===== src/rtl/pmu_frz_pkg.sv =====
package pmu_frz_pkg;

    localparam int ADDR_W   = 6;
    localparam int RSVD_LOW = 4;   // status positions below this never report

    localparam logic [ADDR_W-1:0] A_STAT = 6'h00;
    localparam logic [ADDR_W-1:0] A_CTRL = 6'h10;
    localparam logic [ADDR_W-1:0] A_OIEN = 6'h11;
    localparam logic [ADDR_W-1:0] A_CTR  = 6'h20;

    typedef enum logic [2:0] {
        TGT_NONE,
        TGT_STAT,
        TGT_CTRL,
        TGT_OIEN,
        TGT_CTR
    } reg_tgt_e;

    typedef struct packed {
        reg_tgt_e   tgt;
        logic [4:0] idx;
    } reg_sel_t;

    function automatic reg_sel_t decode(input logic [ADDR_W-1:0] a,
                                        input int n_sword, input int n_ctr);
        reg_sel_t s;
        s.tgt = TGT_NONE;
        s.idx = a[4:0];
        if (a == A_CTRL)                                     s.tgt = TGT_CTRL;
        else if (a == A_OIEN)                                s.tgt = TGT_OIEN;
        else if (a[5] && (int'(a[4:0]) < n_ctr))             s.tgt = TGT_CTR;
        else if (!a[5] && !a[4] && (int'(a[3:0]) < n_sword)) s.tgt = TGT_STAT;
        return s;
    endfunction

endpackage


===== src/rtl/pmu_frz_counter.sv =====
module pmu_frz_counter #(
    parameter int W = 32
) (
    input  logic         clk,
    input  logic         rst,
    input  logic         frozen,
    input  logic         evt,
    input  logic         wr_en,
    input  logic [W-1:0] wdata,
    output logic [W-1:0] value,
    output logic         wrap
);
    logic bump;

    always_comb begin
        bump = evt && !frozen && !wr_en;
        wrap = bump && (&value);
    end

    always_ff @(posedge clk) begin
        if (rst)        value <= '0;
        else if (wr_en) value <= wdata;
        else if (bump)  value <= value + 1'b1;
    end
endmodule


===== src/rtl/pmu_frz_status.sv =====
module pmu_frz_status #(
    parameter int REG_W   = 32,
    parameter int NUM_CTR = 8,
    parameter int LOW     = 4,
    parameter int NSW     = 1,
    localparam int SBITS  = NSW * REG_W
) (
    input  logic               clk,
    input  logic               rst,
    input  logic [NUM_CTR-1:0] wrap,
    input  logic [NUM_CTR-1:0] oien,
    input  logic               ext_irq,
    input  logic [NSW-1:0]     stat_wr,
    input  logic [REG_W-1:0]   wdata,
    output logic               freeze,
    output logic [SBITS-1:0]   sticky,
    output logic               irq_req
);
    function automatic logic [SBITS-1:0] mk_live();
        logic [SBITS-1:0] m;
        for (int j = 0; j < SBITS; j++) m[j] = (j >= LOW) && (j < NUM_CTR);
        return m;
    endfunction
    localparam logic [SBITS-1:0] LIVE = mk_live();

    logic [SBITS-1:0] wrap_ext;
    logic [SBITS-1:0] word_nxt;

    assign wrap_ext = SBITS'(wrap);
    assign irq_req  = (|(wrap & oien)) | ext_irq;

    for (genvar w = 0; w < NSW; w++) begin : g_word
        assign word_nxt[w*REG_W +: REG_W] = stat_wr[w] ? wdata
            : (sticky[w*REG_W +: REG_W] | wrap_ext[w*REG_W +: REG_W]);
    end

    always_ff @(posedge clk) begin
        if (rst) begin
            sticky <= '0;
            freeze <= 1'b0;
        end else begin
            sticky <= word_nxt & LIVE;
            freeze <= stat_wr[0] ? wdata[0] : (freeze | irq_req);
        end
    end
endmodule


===== src/rtl/pmu_frz_irq.sv =====
module pmu_frz_irq (
    input  logic clk,
    input  logic rst,
    input  logic req,
    input  logic wr_ctrl,
    input  logic wr_mask,
    input  logic wr_clr,
    output logic mask,
    output logic pending
);
    always_ff @(posedge clk) begin
        if (rst) begin
            mask    <= 1'b1;
            pending <= 1'b0;
        end else begin
            if (wr_ctrl) mask <= wr_mask;
            pending <= (pending & ~(wr_ctrl & wr_clr)) | (req & ~mask);
        end
    end
endmodule


===== src/rtl/pmu_frz_unit.sv =====
module pmu_frz_unit
    import pmu_frz_pkg::*;
#(
    parameter int NUM_CTR = 8,
    parameter int REG_W   = 32,
    localparam int NSW    = (NUM_CTR + REG_W - 1) / REG_W,
    localparam int SBITS  = NSW * REG_W
) (
    input  logic               clk,
    input  logic               rst,
    input  logic [NUM_CTR-1:0] evt_in,
    input  logic               ext_mon_irq,
    input  logic               sw_wr_en,
    input  logic [ADDR_W-1:0]  sw_wr_addr,
    input  logic [REG_W-1:0]   sw_wr_data,
    input  logic [ADDR_W-1:0]  sw_rd_addr,
    output logic [REG_W-1:0]   sw_rd_data,
    output logic               irq_pending
);
    reg_sel_t wsel, rsel;
    logic [NUM_CTR-1:0][REG_W-1:0] ctr_val;
    logic [NUM_CTR-1:0] ctr_wr, wrap;
    logic [NSW-1:0]     stat_wr;
    logic [NUM_CTR-1:0] oien;
    logic [SBITS-1:0]   sticky;
    logic freeze, irq_req, mask, ctrl_wr;

    always_comb begin
        wsel = decode(sw_wr_addr, NSW, NUM_CTR);
        rsel = decode(sw_rd_addr, NSW, NUM_CTR);
        ctrl_wr = sw_wr_en && (wsel.tgt == TGT_CTRL);
    end

    for (genvar i = 0; i < NUM_CTR; i++) begin : g_ctr
        assign ctr_wr[i] = sw_wr_en && (wsel.tgt == TGT_CTR) && (int'(wsel.idx) == i);
        pmu_frz_counter #(.W(REG_W)) u_ctr (
            .clk(clk), .rst(rst), .frozen(freeze), .evt(evt_in[i]),
            .wr_en(ctr_wr[i]), .wdata(sw_wr_data),
            .value(ctr_val[i]), .wrap(wrap[i])
        );
    end

    for (genvar w = 0; w < NSW; w++) begin : g_swr
        assign stat_wr[w] = sw_wr_en && (wsel.tgt == TGT_STAT) && (int'(wsel.idx) == w);
    end

    always_ff @(posedge clk) begin
        if (rst) oien <= '0;
        else if (sw_wr_en && (wsel.tgt == TGT_OIEN)) oien <= sw_wr_data[NUM_CTR-1:0];
    end

    pmu_frz_status #(.REG_W(REG_W), .NUM_CTR(NUM_CTR), .LOW(RSVD_LOW), .NSW(NSW)) u_stat (
        .clk(clk), .rst(rst), .wrap(wrap), .oien(oien), .ext_irq(ext_mon_irq),
        .stat_wr(stat_wr), .wdata(sw_wr_data),
        .freeze(freeze), .sticky(sticky), .irq_req(irq_req)
    );

    pmu_frz_irq u_irq (
        .clk(clk), .rst(rst), .req(irq_req), .wr_ctrl(ctrl_wr),
        .wr_mask(sw_wr_data[0]), .wr_clr(sw_wr_data[1]),
        .mask(mask), .pending(irq_pending)
    );

    always_comb begin
        sw_rd_data = '0;
        case (rsel.tgt)
            TGT_CTRL: sw_rd_data = REG_W'({irq_pending, mask});
            TGT_OIEN: sw_rd_data = REG_W'(oien);
            TGT_CTR: begin
                for (int i = 0; i < NUM_CTR; i++)
                    if (int'(rsel.idx) == i) sw_rd_data = ctr_val[i];
            end
            TGT_STAT: begin
                for (int w = 0; w < NSW; w++)
                    if (int'(rsel.idx) == w) sw_rd_data = sticky[w*REG_W +: REG_W];
                if (rsel.idx == 5'd0) sw_rd_data[0] = freeze;
            end
            default: sw_rd_data = '0;
        endcase
    end
endmodule


===== config.mk =====
export PLATFORM = sky130hd
export DESIGN_NAME = pmu_frz_unit
export DESIGN_NICKNAME = d
export VERILOG_FILES = /design/src/rtl/pmu_frz_pkg.sv /design/src/rtl/pmu_frz_counter.sv /design/src/rtl/pmu_frz_status.sv /design/src/rtl/pmu_frz_irq.sv /design/src/rtl/pmu_frz_unit.sv
export SDC_FILE = /design/constraint.sdc
export NUM_CORES = 1
export LEC_CHECK = 0
export CORE_MARGIN = 4
export CORE_UTILIZATION = 53
export CTS_BUF_LIST = sky130_fd_sc_hd__clkbuf_2
export CTS_CLUSTER_DIAMETER = 80
export DETAILED_ROUTE_END_ITERATION = 10
export DONT_BUFFER_PORTS = 1
export GPL_ROUTABILITY_DRIVEN = 1
export PLACE_DENSITY = 0.77
export SETUP_SLACK_MARGIN = 0.02
export SLEW_MARGIN = 5
export SYNTH_ARGS = -nofsm -noshare
export SYNTH_HDL_FRONTEND = slang
export SYNTH_SLANG_ARGS = --single-unit
export TNS_END_PERCENT = 20

===== constraint.sdc =====
create_clock -name clk -period 2.2 [get_ports clk]
set_input_delay 0.11 -clock clk [delete_from_list [all_inputs] [get_ports clk]]
set_output_delay 0.11 -clock clk [all_outputs]
set_load 0.01 [all_outputs]

==> flow_results.org <==
** Global routing
- Summed over all layers, the global routing overflow is 0.
- Entering global routing, the biggest net connects 272 pins.
- Global routing used 34.3% of the available tracks.
- The first global-routing pass estimated 92000 µm of wire.
- The via count of the first global-routing pass is about 16000.
- Initial antenna violation count :: 2

** Synthesis
- Total standard cell area after synthesis :: approximately 17000 µm²
- Fraction of registers with async set/reset :: 0%
- Among all flip-flop cells after synthesis, the most frequent one is sky130_fd_sc_hd__dfxtp_1.
- Post-Syn Instances :: 2033
- Sequential elements use 32.8% of the synthesized area.
- The number of nets in the synthesized netlist is around 2100.
- Average cell area after synthesis :: 8.13 µm²
- After synthesis, the netlist uses 65 different library cells.
- Proportion of netlist area held by the largest area contributor :: 32.8%
- Number of synthesized register bits :: 271
- The synthesized design spends more area on one cell type than any other, namely sky130_fd_sc_hd__dfxtp_1.
- The synthesized design contains 0 enable-type register cells.
- During synthesis, Yosys emitted a total of 0 warnings.
- In the post-synthesis netlist, the biggest area contributors are sky130_fd_sc_hd__dfxtp_1 (33%), sky130_fd_sc_hd__a211oi_1 (11%), sky130_fd_sc_hd__nor2_1 (8.0%).

** Placed design
- The wire-length estimate of the detail-placed layout is 40100 µm.
- Worst slack at placement :: -0.192 ns
- The count of buffers added on input and output ports is 0.
- Final weighted congestion in routability-driven placement :: 1.00
- The number of placed instances, taps included, is 2442.

** Layout
- Cells fill between 60% and 70% of the core in the end.
- Fill cells in the final layout number ~2500.
- Post-layout net count :: 2289
- After the flow finishes, the layout carries non-filler instances totaling 2676.
- Multi-input gate area :: 10900 µm²
- Summing all flip-flop and latch instances after layout gives ~5500 µm².
- Layout cells sized above 1 :: about a quarter
- Relative to the synthesized area, the layout overhead comes to 21.7%.

** Die
- Area enclosed by the die boundary :: around 34000 µm²
- Once the floorplan was initialized, standard cells occupied 53.9% of the core.
- Overall die width :: 185 µm
- The floorplan has 64 rows.
- The total area inside the core boundary comes to 30700 µm².
- 89 I/O pins were placed.
- Die Span Y :: around 180 µm

** Power and ir drop
- In this run the power density over the cells is 462 nW/µm².
- Cell leakage power :: 0.00695 µW
- Max VDD drop :: approximately 0.28 mV

** STA
- Measured against its own limit, the worst slew margin works out to 50.4%.
- Setup violations remaining at the end of the flow were counted as 32.
- The clock arrives with roughly 0.11 ns of skew.
- Timing would allow up to 379 MHz.
- The final number of hold-violating endpoints is 251.
- For the pin with the worst max-slew slack, the measured transition is between 0.7 and 0.8 ns.
- RSZ-0062 raised after global routing :: true
- In the post-route analysis, the smallest setup slack over all paths is -0.439 ns.
- For the finished layout, the period the worst path requires is 2.64 ns.
- Final cycle utilization of the critical path :: 120%
- Across all hold checks on the routed design, the worst slack comes to -0.717 ns.
- The final-report max-slew violation count came to 0.

** Clocking
- Clock tree from TritonCTS :: built
- Clock tree root driver cell :: sky130_fd_sc_hd__clkbuf_2
- CTS built an H-tree with a depth of 3.
- After clock tree synthesis, the clock-pin slew on the worst setup and hold paths is 0.11 ns.
- Counting along the longest clock path gives a buffer depth of 3.
- Worst skew pair latency :: 0.97 ns
- The clock net in this run drives a total of 271 sinks.
- Number of CTS-inserted buffers :: 79

** Worst hold path
- HP Class :: in -> reg

** Critical path
- The worst setup path is captured at an output pin.
- Max Fanout on Critical Path :: 2
- STA classifies the critical path startpoint as a flop.
- Classification of the worst setup path :: reg -> out
- WP data arrival :: 2.53 ns
- Data required time of the critical path :: 2.09 ns

** Routing
- Number of violations reported at the end of detailed-routing iteration 0 :: 1985
- Final Routed Wirelength :: 59900 µm
- Post-route DRC :: 0
- DRT Pass-1 Iters :: 5
- After detailed routing, the number of vias per cell comes to 6.38.
- The count of nets left with antenna violations once routing finished came out at 0.
- After detailed routing, the average wire length per cell comes to 22.4 µm.
- Number of vias after detailed routing :: about 17000

** Status
- Outcome :: finished, violations left
- Failing checks :: negative hold slack, negative setup slack

** Job
- Maximum Capacitance Violations :: 0
-- critical path, cell delays in order (launching register included) --
cell and delay [ns]:
sky130_fd_sc_hd__dfxtp_2 0.35, sky130_fd_sc_hd__buf_6 0.11, sky130_fd_sc_hd__mux4_2 0.45, sky130_fd_sc_hd__and2_4 0.16, sky130_fd_sc_hd__a311oi_2 0.23, sky130_fd_sc_hd__o22ai_2 0.14
sky130_fd_sc_hd__buf_4 0.17
-- report_power, final --
| part | internal [µW] | switching [µW] |
|---|---|---|
| Sequential | 4960 | 67.0 |
| Combinational | 322 | 284 |
| Clock | 1330 | 2320 |
| Total | 6620 | 2670 |
-- worst paths after layout --
kind                                start  slack (ns)  cells past startpoint                        to
setup / recovery  g_ctr[1].u_ctr.value[1]       -0.44                      6             sw_rd_data[1]
hold / removal                        rst       -0.72                      1  g_ctr[3].u_ctr.value[16]
setup reg to reg            u_stat.freeze       -0.05                      8  g_ctr[7].u_ctr.value[27]
hold reg to reg                u_irq.mask        0.52                      1             u_irq.pending
-- synth_stat cells (all sizes together) (22+ instances only) --
cell type  instances
mux2i             29
xnor2            110
nor3              38
a21oi             36
xor2             126
a211oi           245
nor2             352
inv               31
and2              24
and3              26
nand4             79
a311oi            29
nor4              22
and4              27
nand2            142
nand3             67
dfxtp            271
o21ai             59
clkbuf           130
mux4              32
or3               24
buf               33
-- layer usage --
metal / GRT usage, % / share of wire (%)
met1: 44.4 / 39
met2: 54.2 / 45
met3: 7.28 / 11
met4: 17.5 / 5.5
met5: 0 / 0.028
-- sequential cells by signal, indices dropped and copies added (netlist names) --
register	cells
g_ctr.u_ctr.value	256
oien	8
u_stat.sticky	4
u_irq.mask	1
u_irq.pending	1
u_stat.freeze	1
-- stage by stage --
step | setup TNS, ns | power (µW) | hold WS [ns] | instance area (µm²)
floorplan | 0 | 5610 | 0.293 | 16500
global placement | -0.796 | 5600 | 0.217 | 17700
detailed placement | -1.19 | 5610 | 0.205 | 17700
CTS | -8.94 | 9290 | -0.825 | 19700
global route | -11.04 | 9660 | -0.767 | 20100
finish | -7.82 | 9280 | -0.717 | 20100
-- kinds of logic after synthesis --
logic type                 Yosys count  share of synthesized area (%)
adders and majority gates            8                          0.606
and+or+nand+nor                    852                           25.4
buffers and inverters              195                           4.85
xor gates and xnor gates           236                           12.5
DFF                                271                           32.8
muxes                               67                           6.55
AOI/OAI and AO/OA                  404                           17.3
-- cell usage in the layout (no fill, tap or decap), drive strengths merged, types with 24 or more instances in the layout --
cell and n:
nor2 352, dfxtp 271, a211oi 245, buf 212, nand2 142, xor2 126
xnor2 110, clkbuf 107, nand4 79, nand3 67, dlygate4sd3 63, o21ai 59
nor3 38, a21oi 36, inv 33, mux4 32, mux2i 29, a311oi 29
and4 27, and3 26, or3 24, and2 24
-- timing repair --
| item | 4_1_cts | 5_1_grt |
|---|---|---|
| buffers inserted | 25 | 12 |
| gates resized for setup | 149 | 90 |
| hold buffers | 62 | 1 |
| setup endpoints to repair | 66 | 118 |
| pin swaps | 56 | 29 |
| endpoints found under the hold margin | 271 | 262 |
-- area by class of cell --
cell class | count | share of cell area [%]
clock inverters | 27 | 0.622
clock buffers | 107 | 2.66
inverters | 31 | 0.579
diodes | 2 | 0.0249
multi-input cells | 1567 | 54.4
flip-flops and latches | 271 | 27.4
repair buffers | 275 | 11.8
well taps | 396 | 2.46
Power figures use the tool's default switching activity.
